<file path="src/rtl/mpu_pkg.sv">
// Shared attribute encodings for the page attribute lookup.
// Assumes an 8-bit attribute byte with the bit layout given in the brief.
package mpu_pkg;

    typedef logic [7:0] attr_t;

    localparam attr_t ATTR_RD = 8'h01;
    localparam attr_t ATTR_WR = 8'h02;
    localparam attr_t ATTR_EX = 8'h04;
    localparam attr_t ATTR_DC = 8'h10;
    localparam attr_t ATTR_WB = 8'h20;
    localparam attr_t ATTR_CC = 8'h40;

    localparam attr_t ATTR_FULL = ATTR_RD | ATTR_WR | ATTR_EX;

    // Defined permission code values
    typedef enum logic [3:0] {
        PC_NONE   = 4'd0,
        PC_PRV    = 4'd1,
        PC_PRV_UR = 4'd2,
        PC_ALL    = 4'd3,
        PC_PRV_RO = 4'd5,
        PC_ALL_RO = 4'd6
    } perm_code_e;

endpackage

</file>
<file path="src/rtl/mpu_region_match.sv">
// Region window comparators, one per region.
// Each region covers pages [base, base + 2^(f+1-PAGE_SHIFT)) when
// f+1 >= PAGE_SHIFT and covers nothing otherwise or when disabled.
// Assumes CFG_W-bit descriptors: enable bit 0, size field from bit 1,
// base page in the top PAGE_W bits.
module mpu_region_match #(
    parameter int NUM_REGIONS = 8,
    parameter int CFG_W       = 32,
    parameter int PAGE_SHIFT  = 12,
    parameter int SIZE_W      = 5,
    parameter int PAGE_W      = CFG_W - PAGE_SHIFT
) (
    input  logic [PAGE_W-1:0]            page_addr,
    input  logic [NUM_REGIONS*CFG_W-1:0] region_cfg,
    output logic [NUM_REGIONS-1:0]       hit
);

    localparam int SPAN_W = PAGE_W + 1;

    genvar g;
    generate
        for (g = 0; g < NUM_REGIONS; g++) begin : g_rgn
            logic              en;
            logic [SIZE_W-1:0] fld;
            logic [PAGE_W-1:0] base;
            logic [SPAN_W-1:0] span;
            logic [SPAN_W-1:0] limit;

            assign en   = region_cfg[g*CFG_W];
            assign fld  = region_cfg[g*CFG_W+1 +: SIZE_W];
            assign base = region_cfg[g*CFG_W+PAGE_SHIFT +: PAGE_W];

            // Page count of the region; zero when smaller than one page
            always_comb begin
                span = '0;
                if ((int'(fld) + 1 >= PAGE_SHIFT) &&
                    (int'(fld) + 1 - PAGE_SHIFT < SPAN_W))
                    span = SPAN_W'(1) << (int'(fld) + 1 - PAGE_SHIFT);
            end

            assign limit = {1'b0, base} + span;

            assign hit[g] = en && (span != '0) && (page_addr >= base) &&
                            ({1'b0, page_addr} < limit);
        end
    endgenerate

endmodule

</file>
<file path="src/rtl/mpu_prio_select.sv">
// Priority pick among matching regions: the highest index wins.
// Assumes hit bits are already qualified by region enable.
module mpu_prio_select #(
    parameter int NUM_REGIONS = 8,
    parameter int IDX_W       = (NUM_REGIONS > 1) ? $clog2(NUM_REGIONS) : 1
) (
    input  logic [NUM_REGIONS-1:0] hit,
    output logic                   any_hit,
    output logic [IDX_W-1:0]       win_idx
);

    // Scan upward so later (higher) hits overwrite earlier ones
    always_comb begin
        any_hit = |hit;
        win_idx = '0;
        for (int i = 0; i < NUM_REGIONS; i++) begin
            if (hit[i])
                win_idx = IDX_W'(i);
        end
    end

endmodule

</file>
<file path="src/rtl/mpu_perm_decode.sv">
// Decodes one region's data and code permission codes into
// read/write/execute bits for user and privileged mode.
// Undefined codes grant nothing of their kind and raise code_bad.
module mpu_perm_decode
    import mpu_pkg::*;
#(
    parameter int PERM_W = 4
) (
    input  logic [PERM_W-1:0] data_code,
    input  logic [PERM_W-1:0] code_code,
    output logic [2:0]        user_rwx,
    output logic [2:0]        priv_rwx,
    output logic              code_bad
);

    logic [1:0] u_rw, p_rw;
    logic       u_x, p_x;
    logic       d_bad, c_bad;

    // Data code to read/write pair ({write, read})
    always_comb begin
        u_rw  = 2'b00;
        p_rw  = 2'b00;
        d_bad = 1'b0;
        case (data_code)
            PERM_W'(PC_NONE):   ;
            PERM_W'(PC_PRV):    p_rw = 2'b11;
            PERM_W'(PC_PRV_UR): begin p_rw = 2'b11; u_rw = 2'b01; end
            PERM_W'(PC_ALL):    begin p_rw = 2'b11; u_rw = 2'b11; end
            PERM_W'(PC_PRV_RO): p_rw = 2'b01;
            PERM_W'(PC_ALL_RO): begin p_rw = 2'b01; u_rw = 2'b01; end
            default:            d_bad = 1'b1;
        endcase
    end

    // Code code to execute bits
    always_comb begin
        u_x   = 1'b0;
        p_x   = 1'b0;
        c_bad = 1'b0;
        case (code_code)
            PERM_W'(PC_NONE):   ;
            PERM_W'(PC_PRV),
            PERM_W'(PC_PRV_RO): p_x = 1'b1;
            PERM_W'(PC_PRV_UR),
            PERM_W'(PC_ALL),
            PERM_W'(PC_ALL_RO): begin p_x = 1'b1; u_x = 1'b1; end
            default:            c_bad = 1'b1;
        endcase
    end

    assign user_rwx = {u_x, u_rw};
    assign priv_rwx = {p_x, p_rw};
    assign code_bad = d_bad | c_bad;

endmodule

</file>
<file path="src/rtl/mpu_attr_build.sv">
// Assembles the user and privileged attribute bytes from the decoded
// permissions, the winning region's cache bits and the global enables,
// and applies the disabled-unit override.
module mpu_attr_build
    import mpu_pkg::*;
(
    input  logic       unit_en,
    input  logic       dcache_en,
    input  logic       icache_en,
    input  logic       any_hit,
    input  logic [2:0] user_rwx,
    input  logic [2:0] priv_rwx,
    input  logic       code_bad,
    input  logic       rgn_dc,
    input  logic       rgn_cc,
    input  logic       rgn_wb,
    output attr_t      user_attr,
    output attr_t      priv_attr,
    output logic       bad_now
);

    attr_t cache_bits;
    attr_t off_bits;

    // Cache attributes of the winning region, gated by global enables
    always_comb begin
        cache_bits = '0;
        if (dcache_en && rgn_dc) begin
            cache_bits = cache_bits | ATTR_DC;
            if (rgn_wb)
                cache_bits = cache_bits | ATTR_WB;
        end
        if (icache_en && rgn_cc)
            cache_bits = cache_bits | ATTR_CC;
    end

    // Attributes returned while the unit is switched off
    always_comb begin
        off_bits = ATTR_FULL;
        if (dcache_en)
            off_bits = off_bits | ATTR_DC | ATTR_WB;
        if (icache_en)
            off_bits = off_bits | ATTR_CC;
    end

    // Final selection between off, no-match and matched cases
    always_comb begin
        if (!unit_en) begin
            user_attr = off_bits;
            priv_attr = off_bits;
            bad_now   = 1'b0;
        end else if (!any_hit) begin
            user_attr = '0;
            priv_attr = '0;
            bad_now   = 1'b0;
        end else begin
            user_attr = {5'b0, user_rwx} | cache_bits;
            priv_attr = {5'b0, priv_rwx} | cache_bits;
            bad_now   = code_bad;
        end
    end

endmodule

</file>
<file path="src/rtl/mpu_page_attr.sv">
// Page attribute lookup over NUM_REGIONS programmable regions.
// Combinational match, priority and decode; registered outputs one
// clock after the page is applied; sticky undefined-code flag.
// Assumes synchronous active-low reset and a stable configuration
// across the cycle in which a page is looked up.
module mpu_page_attr
    import mpu_pkg::*;
#(
    parameter int NUM_REGIONS = 8,
    parameter int CFG_W       = 32,
    parameter int PAGE_SHIFT  = 12,
    parameter int SIZE_W      = 5,
    parameter int PERM_W      = 4,
    parameter int PAGE_W      = CFG_W - PAGE_SHIFT
) (
    input  logic                          clk,
    input  logic                          rst_n,
    input  logic [PAGE_W-1:0]             page_addr,
    input  logic [NUM_REGIONS*CFG_W-1:0]  region_cfg,
    input  logic [NUM_REGIONS*PERM_W-1:0] data_perm,
    input  logic [NUM_REGIONS*PERM_W-1:0] code_perm,
    input  logic [NUM_REGIONS-1:0]        data_cacheable,
    input  logic [NUM_REGIONS-1:0]        code_cacheable,
    input  logic [NUM_REGIONS-1:0]        write_buffer,
    input  logic                          unit_en,
    input  logic                          dcache_en,
    input  logic                          icache_en,
    output logic [7:0]                    user_attr,
    output logic [7:0]                    priv_attr,
    output logic                          perm_err
);

    localparam int IDX_W = (NUM_REGIONS > 1) ? $clog2(NUM_REGIONS) : 1;

    logic [NUM_REGIONS-1:0] hit;
    logic                   any_hit;
    logic [IDX_W-1:0]       win_idx;
    logic [PERM_W-1:0]      win_dcode, win_ccode;
    logic                   win_dc, win_cc, win_wb;
    logic [2:0]             user_rwx, priv_rwx;
    logic                   code_bad, bad_now;
    attr_t                  user_nxt, priv_nxt;

    mpu_region_match #(
        .NUM_REGIONS(NUM_REGIONS),
        .CFG_W      (CFG_W),
        .PAGE_SHIFT (PAGE_SHIFT),
        .SIZE_W     (SIZE_W),
        .PAGE_W     (PAGE_W)
    ) u_match (
        .page_addr (page_addr),
        .region_cfg(region_cfg),
        .hit       (hit)
    );

    mpu_prio_select #(
        .NUM_REGIONS(NUM_REGIONS),
        .IDX_W      (IDX_W)
    ) u_prio (
        .hit    (hit),
        .any_hit(any_hit),
        .win_idx(win_idx)
    );

    // Fields of the winning region
    always_comb begin
        win_dcode = data_perm[win_idx*PERM_W +: PERM_W];
        win_ccode = code_perm[win_idx*PERM_W +: PERM_W];
        win_dc    = data_cacheable[win_idx];
        win_cc    = code_cacheable[win_idx];
        win_wb    = write_buffer[win_idx];
    end

    mpu_perm_decode #(
        .PERM_W(PERM_W)
    ) u_dec (
        .data_code(win_dcode),
        .code_code(win_ccode),
        .user_rwx (user_rwx),
        .priv_rwx (priv_rwx),
        .code_bad (code_bad)
    );

    mpu_attr_build u_build (
        .unit_en  (unit_en),
        .dcache_en(dcache_en),
        .icache_en(icache_en),
        .any_hit  (any_hit),
        .user_rwx (user_rwx),
        .priv_rwx (priv_rwx),
        .code_bad (code_bad),
        .rgn_dc   (win_dc),
        .rgn_cc   (win_cc),
        .rgn_wb   (win_wb),
        .user_attr(user_nxt),
        .priv_attr(priv_nxt),
        .bad_now  (bad_now)
    );

    // Output register and sticky error flag
    always_ff @(posedge clk) begin
        if (!rst_n) begin
            user_attr <= '0;
            priv_attr <= '0;
            perm_err  <= 1'b0;
        end else begin
            user_attr <= user_nxt;
            priv_attr <= priv_nxt;
            perm_err  <= perm_err | bad_now;
        end
    end

endmodule

</file>
<file path="config.mk">
export PLATFORM = sky130hd
export DESIGN_NAME = mpu_page_attr
export DESIGN_NICKNAME = d
export VERILOG_FILES = /design/src/rtl/mpu_pkg.sv /design/src/rtl/mpu_region_match.sv /design/src/rtl/mpu_prio_select.sv /design/src/rtl/mpu_perm_decode.sv /design/src/rtl/mpu_attr_build.sv /design/src/rtl/mpu_page_attr.sv
export SDC_FILE = /design/constraint.sdc
export NUM_CORES = 1
export LEC_CHECK = 0
export ABC_AREA = 1
export CAP_MARGIN = 20
export CORE_MARGIN = 5
export CORE_UTILIZATION = 46
export CTS_CLUSTER_SIZE = 16
export DETAILED_ROUTE_END_ITERATION = 10
export PLACE_DENSITY_LB_ADDON = 0.05
export SLEW_MARGIN = 20
export SYNTH_ARGS = -nofsm -noshare
export SYNTH_HDL_FRONTEND = slang
export SYNTH_SLANG_ARGS = --single-unit
</file>
<file path="constraint.sdc">
create_clock -name clk -period 16.26 [get_ports clk]
set_clock_uncertainty 0.15 [all_clocks]
set_input_delay 4.065 -clock clk [delete_from_list [all_inputs] [get_ports clk]]
set_output_delay 4.065 -clock clk [all_outputs]
set_load 0.005 [all_outputs]
</file>
* Yosys cells after proc, flatten, opt, wreduce, memory -nomap -nowiden *
Cells that the tools add are included.

cells by class
  shift operators = 10
  eq/ne operators = 10
  muxes and demuxes = 38
  bitwise logic cells = 4
  add/sub/neg operators = 24
  reduce and logical (&&, ||, !) cells = 52
  magnitude comparators = 33

operators by type and width
  kind                                                         count
  less-than comparator 32 x 6 -> 1 bit, second input constant  8
  left shift 1 x 32 -> 21 bit, first input constant            8
  subtractor 32 x 5 -> 32 bit, second input constant           8
  >= comparator 32 x 5 -> 1 bit, second input constant         7
  adder 20 x 21 -> 21 bit                                      8
  less-than comparator 20 x 21 -> 1 bit                        8
  two-way mux 21 bit                                           8
  nonzero test 21 bit                                          8
  >= comparator 20 bit                                         8
  variable part select 32 x 6 -> 4 bit                         2
  adder 5 x 1 -> 6 bit, second input constant                  8
  logical AND 1 bit                                            34
  two-way mux 8 bit                                            4
  two-way mux 6 bit                                            3
  equality test 4 x 2 -> 1 bit, second input constant          4
  equality test 4 x 3 -> 1 bit, second input constant          4
  OR 3 x 8 -> 8 bit                                            2
  two-way mux 7 bit                                            2
  two-way mux 3 bit                                            4
  OR reduction 6 bit                                           2
  two-way mux 1 bit                                            10
  binary-select mux 1 bit (select 3 bit)                       3
  equality test 4 x 1 -> 1 bit, second input constant          2
  zero test 4 bit                                              2
  other kinds (9)                                              14

word-level totals
  flip-flop bits (word level) = 17
  bits of input ports = 369
  logic and storage cells = 174
  output and inout port bits = 17

* Logic depth before layout (Yosys ltp) *
Gate-level depths: netlist of run 1.

  depth after elaboration = 24
  gate-level depth with buffers = 61
  mapped depth without buffers = 59

* Cells and area by module *
From an unflattened synthesis of run 1, not the netlist that was laid out.

unflattened totals
  cell total of the unflattened synthesis = 3532
  area total of the unflattened synthesis = 20987.6 sq um

by module, submodules not included
  module            area an instance (sq um)  sequential area each (sq um)  times used  cells an instance
  mpu_region_match  18910.6                   0.0                           1           3107
  mpu_page_attr     1692.9                    340.3                         1           345
  mpu_attr_build    180.2                     0.0                           1           33
  mpu_perm_decode   126.4                     0.0                           1           27
  mpu_prio_select   77.6                      0.0                           1           20

* Worst setup path before layout of run 1 *
Ideal clock, no wire load.

  kind = input-to-reg
  start point = in region_cfg[225]
  end point = reg perm_err
  data arrival time = 10.007 ns
  path slack = 5.986 ns
  data required time = 15.993 ns
  stages on the path = 49
  setup time = 0.117 ns
  path buffers = 1
  cells stage by stage = ha_1 -> xor2_2 -> nand2_1 -> nor2_1 -> nor2_1 -> ha_1 -> inv_1 -> o31ai_1 -> nand2_1 -> o21ai_2 -> nand2_2 -> nor2_1 -> ha_1 -> a21oi_1 -> nand2_1 -> nand2_1 -> nand2_1 -> a21oi_1 -> [... 13 more ...] -> xor2_1 -> ha_1 -> a21boi_0 -> o21ai_0 -> nand4_4 -> nand3_2 -> inv_2 -> buf_2 -> nand3_1 -> nand2_1 -> nand2_1 -> nand2_1 -> nor2_1 -> nand3_1 -> nand2_1 -> nand2_1 -> nand2_1 -> a21oi_2

on the way
  word-level cells in the longest chain between the ends = 18
  elaborated cells on any way between the ends = 37
  classes of those cells = add/sub (3); order compare (3); eq/ne (10); shift (3); mux (6); bitwise (2); reduce/logical (10)

RTL lines
  element                                                          RTL line                                                                text
  start: declaration                                               mpu_page_attr.sv:19                                                     input logic [NUM_REGIONS*CFG_W-1:0] region_cfg,
  adder 5 x 1 -> 6 bit *                                           mpu_region_match.sv:36, mpu_region_match.sv:37, mpu_region_match.sv:38
  subtractor 32 x 5 -> 32 bit                                      mpu_region_match.sv:37, mpu_region_match.sv:38
  less-than comparator 32 x 6 -> 1 bit                             mpu_region_match.sv:37                                                  (int'(fld) + 1 - PAGE_SHIFT < SPAN_W))
  logical AND 1 bit                                                mpu_region_match.sv:36                                                  if ((int'(fld) + 1 >= PAGE_SHIFT) &&
  two-way mux 21 bit *                                             mpu_region_match.sv:36
  branches (longest 3 deep; another with adder 20 x 21 -> 21 bit)  --
  logical AND 1 bit *                                              mpu_region_match.sv:43                                                  assign hit[g] = en && (span != '0) && (page_addr >= base) &&
  two-way mux 3 bit                                                mpu_prio_select.sv:17                                                   if (hit[i])
  variable part select 32 x 6 -> 4 bit, on equally long branches   mpu_page_attr.sv:67, mpu_page_attr.sv:68
  equality test 4 x 1 -> 1 bit (tied with other cells)             mpu_perm_decode.sv:25                                                   case (data_code)
  OR reduction 6 bit (no line)                                     --
  two-way mux 1 bit, on equally long branches                      mpu_perm_decode.sv:25, mpu_perm_decode.sv:41
  OR 1 bit                                                         mpu_perm_decode.sv:54                                                   assign code_bad = d_bad | c_bad;
  two-way mux 1 bit *                                              mpu_attr_build.sv:52                                                    end else if (!any_hit) begin
  two-way mux 1 bit *                                              mpu_attr_build.sv:48                                                    if (!unit_en) begin
  OR 1 bit *                                                       mpu_page_attr.sv:109                                                    perm_err <= perm_err | bad_now;
  end signal: assignment                                           mpu_page_attr.sv:109
  end: declaration                                                 mpu_page_attr.sv:30                                                     output logic perm_err

Every way passes the cells marked *.
A chain may end at the register's enable or synchronous reset.

* Final worst setup path of run 1 *
  start point = in region_cfg[65]
  end point = reg perm_err

on the way
  word-level cells in the longest chain between the ends = 23
  elaborated cells on any way between the ends = 42
  classes of those cells = add/sub (3); order compare (3); eq/ne (10); shift (3); mux (11); bitwise (2); reduce/logical (10)

RTL lines
  element                                                          RTL line
  adder 5 x 1 -> 6 bit *                                           mpu_region_match.sv:36, mpu_region_match.sv:37, mpu_region_match.sv:38
  subtractor 32 x 5 -> 32 bit                                      mpu_region_match.sv:37, mpu_region_match.sv:38
  less-than comparator 32 x 6 -> 1 bit                             mpu_region_match.sv:37
  logical AND 1 bit                                                mpu_region_match.sv:36
  two-way mux 21 bit *                                             mpu_region_match.sv:36
  branches (longest 3 deep; another with adder 20 x 21 -> 21 bit)  --
  logical AND 1 bit *                                              mpu_region_match.sv:43
  two-way mux 2 bit (2 in series)                                  mpu_prio_select.sv:17
  two-way mux 3 bit (4 in series)                                  mpu_prio_select.sv:17
  variable part select 32 x 6 -> 4 bit, on equally long branches   mpu_page_attr.sv:67, mpu_page_attr.sv:68
  equality test 4 x 1 -> 1 bit (tied with other cells)             mpu_perm_decode.sv:25
  OR reduction 6 bit (no line)                                     --
  two-way mux 1 bit, on equally long branches                      mpu_perm_decode.sv:25, mpu_perm_decode.sv:41
  OR 1 bit                                                         mpu_perm_decode.sv:54
  two-way mux 1 bit *                                              mpu_attr_build.sv:52
  two-way mux 1 bit *                                              mpu_attr_build.sv:48
  OR 1 bit *                                                       mpu_page_attr.sv:109

Marks and branches as above.

==> metrics.csv, run 1 <==
metric,value,unit
outcome,completed,
period_minus_slack,12.70,ns
hold_slack,0.304,ns
cts_tree,done,
syn-cell-area,19400,sq um
max_freq,0.0788,GHz
seqPwrFrac,4.5,%
syn_inst,3141,
period_share,78.1,%
slew_viol_final,0,
place.gp.congestion,0.960,
rrSetupSlack,15.57,ns
syn2layout_area_growth,21.0,%
fp.dieW,216,microns
clk_path_buf_depth,2,
antenna_found_initial,14,
synth_edf_count,0,
start_util,46.4,%
routedWlPerCell,16.2,microns
cp.arrival,12.72,ns
yosysTopAreaCell,ha_1,
yosysSeqAreaShare,1.03,%
hold_viol,0,
vias,21784,
irDropWorstVdd,0.0281,mV
slew_headroom,53.0,%
grt_max_degree,50,
worst_setup_path_start_kind,input port,
wirelength,65200,microns
critPathRequiredTime,16.28,ns
dpl_cell_area,23400,sq um
switching_power,303,uW
worst_r2r_path_depth,2,
cts.clk_slew.worst_paths,0.04,ns
fp-row-count,75,
hold_class,flop to flop,
reg2reg_to,perm_err$_SDFF_PN0_,
hold_buffers,0,
clock-root-buffer,clkbuf_16,
final_cell_area,23500,sq um
die_area,46500,sq um
grt_overflow,0,
tns,0,ns
critical_path.endpoint,perm_err$_SDFF_PN0_,
synth_area_per_cell,6.19,sq um
cp_max_fo,49,
drive_above_1_share,2.22,%
ys_top_cells_by_area,"ha_1, nand2_1, inv_1",
final_common_cell,nand2_1,
tightest_slew,0.700,ns
power.density,24.8,nW/um^2
p_leak,12.5,nW
htree_levels,1,
power_frac_comb,87.3,%
die_height,216,microns
dp_hpwl,53700,microns
p_sw_share,51.8,%
rsz0062_at_grt,false,
yosysTopAreaCellShare,32.8,%
slowest_delay,0.60,ns
reg2reg_from,perm_err$_SDFF_PN0_,
cp-end-kind,flop,
cap_violations,0,
core,41900,sq um
vias_per_cell,5.42,
numClockSinks,10,
ys_types,56,
first_pass_iters,6,
yosys_most_used_dff,dfxtp_1,
grt_use_total,26.6,%
cts_buffers,3,
grt_pass1_wl,104000,microns
cts-resized-gates,0,
nets,4362,
drc,0,
cp_slowest_cell,clkdlybuf4s50_1,
whs_path_depth,2,
final_core_util,56.2,%
p_int,281,uW
clock_power_share,8.1,%
path_common_cell,nand2_1,
clock_latency,0.23,ns
critPathKind,input port to flop,
synth-async-reset-ratio,0,%
yosysWarnings,0,
critPathLaunch,region_cfg[65],
setup_viol_count_final,0,
portBuffers,333,
synth-seq-cells,10,
grt_pass1_vias,21161,
ios,386,
ant_nets,0,
cts_setup_buffers,0,
final_cell_mix,"nand2_1, inv_1, ha_1",
drt-initial-drc-count,1105,
==> logic make-up after synthesis <==
| family | Yosys count | synth area share (%) |
|---|---|---|
| xor+xnor | 163 | 7.58 |
| other cells | 1 | 0.0193 |
| fa+ha+maj | 518 | 33.7 |
| simple gates | 1295 | 29.1 |
| buf+inv | 569 | 11.5 |
| compound gates | 585 | 17.2 |
| flops | 10 | 1.03 |
==> sequential cells by signal, indices dropped and copies added, names as in the netlist <==
name       count
perm_err       1
priv_attr      4
user_attr      5
==> area by class of cell <==
class | count | area [sq um]
repair buffers | 353 | 3480
well taps | 539 | 674
clock buffers | 4 | 88.8
multi-input cells | 2565 | 17000
flip-flops and latches | 10 | 200
fillers | 4156 | 18300
diodes | 9 | 22.5
inverters | 542 | 2030
==> synthesized netlist by cell type (14+ instances only) <==
master and instances:
a211oi_1 23, a21o_1 14, a21oi_1 319, ha_1 510, inv_1 531, nand2_1 564
nand3_1 190, nand3b_1 16, nand4_1 97, nor2_1 335, nor3_1 47, o211ai_1 19
o21ai_0 117, o21bai_1 15, o31ai_1 14, xnor2_1 70, xor2_1 87
==> worst min path at each step <==
stage                        startpoint             endpoint  slack, ns
floorplan           perm_err$_SDFF_PN0_  perm_err$_SDFF_PN0_       0.31
global placement    perm_err$_SDFF_PN0_  perm_err$_SDFF_PN0_       0.30
detailed placement  perm_err$_SDFF_PN0_  perm_err$_SDFF_PN0_       0.30
CTS                 perm_err$_SDFF_PN0_  perm_err$_SDFF_PN0_       0.31
global route        perm_err$_SDFF_PN0_  perm_err$_SDFF_PN0_       0.33
finish              perm_err$_SDFF_PN0_  perm_err$_SDFF_PN0_       0.30
==> layer usage <==
layer	vias up	wire, microns	global-route usage [%]	part of all wire (%)
met2	525	30300	46.5	46
li1	11269	-	-	-
met5	-	60	0	0.092
met3	127	3090	2.83	4.7
met1	9851	29400	34.1	45
met4	12	2410	8.77	3.7
==> through the flow <==
stage          setup slack (ns)  total power [mW]  std cells
2_1_floorplan              5.99             0.334       3144
3_3_place_gp               3.61             0.516       4009
3_5_place_dp               3.42             0.534       4009
4_1_cts                    3.62             0.585       4013
5_1_grt                    2.33             0.655       4021
6_report                   3.56             0.584       4022
==> critical path, delay by kind of cell <==
kind	cells	cell delay [ns]
AND/OR/NAND/NOR	39	4.31
buffers and inverters	5	1.25
adder cells (fa/ha/maj)	4	1.22
AO/OA/AOI/OAI	10	1.71
XOR/XNOR	1	0.13
==> power by group through the flow <==
stage          combinational (mW)  clock, mW  sequential (mW)
2_1_floorplan               0.307          0           0.0271
6_report                    0.510     0.0476           0.0265
5_1_grt                     0.579     0.0492           0.0266
3_5_place_dp                0.507          0           0.0269
4_1_cts                     0.510     0.0482           0.0265
3_3_place_gp                0.489          0           0.0269
No activity file was read; power rests on OpenSTA's default activity.
==> inputs of run 2 (changes only) <==
Clock period 16.26 ns to 10.21 ns, I/O delays scaled along.
==> run 2 against run 1 <==
  * First-iteration DRC count is 6.6% higher
  * Critical endpoint unchanged
  * Sequential power is 59% higher
  * Largest cell class unchanged
  * Via count is 1.5% higher
  * Worst setup slack worse by 2.9 ns
  * Power is 64% higher
  * Global-route usage is 0.32 points higher
  * Die area stayed put
==> metrics.csv, run 2 (synthesized netlist as in run 1, its figures left out) <==
metric,value,unit
critPathKind,input port to flop,
fin_cells,4088,
grt_pass1_vias,21390,
largest_reg_flops,5,
drive_above_1_share,5.37,%
fp-row-count,75,
clk_path_buf_depth,2,
top_layer_used,met5,
cap_violations,0,
dp_hpwl,55000,microns
cp_slowest_cell,clkdlybuf4s50_1,
die_height,216,microns
slowest_delay,0.59,ns
hold_viol,0,
core,41900,sq um
htree_levels,1,
grt_max_degree,35,
dp_cells,4060,
final_common_cell,nand2_1,
hold_class,flop to flop,
die_area,46500,sq um
cts.clk_slew.worst_paths,0.04,ns
cp.arrival,9.54,ns
period_minus_slack,9.57,ns
tightest_slew,1.14,ns
syn2layout_area_growth,25.3,%
ios,386,
power,958,uW
met3_length,3500,microns
multi_input_area,17300,sq um
top_regs,"user_attr x5, priv_attr x4, perm_err x1",
drt-initial-drc-count,1178,
place.gp.congestion,0.985,
largest_register,user_attr,
drc,0,
routedWlPerCell,16.3,microns
setup_viol_count_final,0,
layout_setup_ws,0.637,ns
p_leak,12.9,nW
clock_latency,0.23,ns
slew_viol_final,0,
first_pass_iters,6,
fp.dieW,216,microns
num-fill-cells,4153,
nets,4428,
clock-root-buffer,clkbuf_16,
wl_met2,31600,microns
max_freq,0.104,GHz
vias_per_cell,5.41,
power.density,39.3,nW/um^2
path_common_cell,nand2_1,
cp_max_fo,12,
cts_tree,done,
vias,22112,
grt_pass1_wl,105000,microns
place_ws,-0.119,ns
ant_nets,0,
irDropWorstVdd,0.0466,mV
grt_use_total,26.9,%
worst_setup_path_start_kind,input port,
slew_headroom,23.5,%
numClockSinks,10,
critPathRequiredTime,10.18,ns
wl_met1,29100,microns
period_share,93.8,%
start_util,46.4,%
cp-end-kind,flop,
wirelength,66500,microns
tns,0,ns
seq_area,200,sq um
grt_overflow,0,
cts_buffers,3,
antenna_found_initial,17,
portBuffers,333,
outcome,completed,
final_cell_mix,"nand2_1, inv_1, ha_1",
[run 2: cell count changes in the layout (fill, tap and decap cells not counted), sizes merged]
cell           before  now
dlymetal6s2s        0    2
clkdlybuf4s50     333  331
diode               9   10
nand2             572  574
buf                20   83
[run 2: where the power goes]
part | switching (mW) | internal [mW]
Sequential | 0.000762 | 0.0415
Clock | 0.0165 | 0.0506
Combinational | 0.480 | 0.368
Total | 0.497 | 0.460
[run 2: path summary, 6_finish.rpt]
kind	from	end	slack [ns]	depth (start not counted)
setup reg to reg	perm_err$_SDFF_PN0_	perm_err$_SDFF_PN0_	9.49	2
setup / recovery	region_cfg[195]	perm_err$_SDFF_PN0_	0.64	48
hold / removal	perm_err$_SDFF_PN0_	perm_err$_SDFF_PN0_	0.32	2
hold reg to reg	perm_err$_SDFF_PN0_	perm_err$_SDFF_PN0_	0.32	2
[run 2: critical path, delay by kind of cell]
kind	cells	cell delay (ns)
buffers and inverters	4	0.93
AND/OR/NAND/NOR	26	2.89
adder cells (fa/ha/maj)	3	0.73
AO/OA/AOI/OAI	13	2.04
XOR/XNOR	2	0.37
[run 2: area by class of cell]
class,instances,area share (%)
flip-flops and latches,10,0.822
inverters,542,8.37
well taps,539,2.77
repair buffers,417,16.5
multi-input cells,2567,71.1
diodes,10,0.103
clock buffers,3,0.308
[run 2: per-stage QoR]
stage               util [%]  cell area, sq um  hold slack (ns)
floorplan                  -             19400            0.306
global placement        56.9             23800            0.300
detailed placement      56.9             23800            0.318
CTS                     57.0             23900            0.325
global route            58.2             24400            0.346
finish                  58.2             24400            0.321
[run 2: what timing repair did]
action | CTS | global route
endpoints found under the setup margin | 0 | 10
resized for setup | 0 | 84
buffers inserted | 0 | 12
hold endpoints to repair | 0 | 0
hold buffers | 0 | 0
[run 2: per-layer routing]
| layer | global-route usage [%] | vias to the layer above |
|---|---|---|
| met5 | 0 | - |
| met4 | 8.90 | 14 |
| met3 | 3.22 | 135 |
| met2 | 47.3 | 557 |
| met1 | 34.2 | 9995 |
| li1 | - | 11411 |
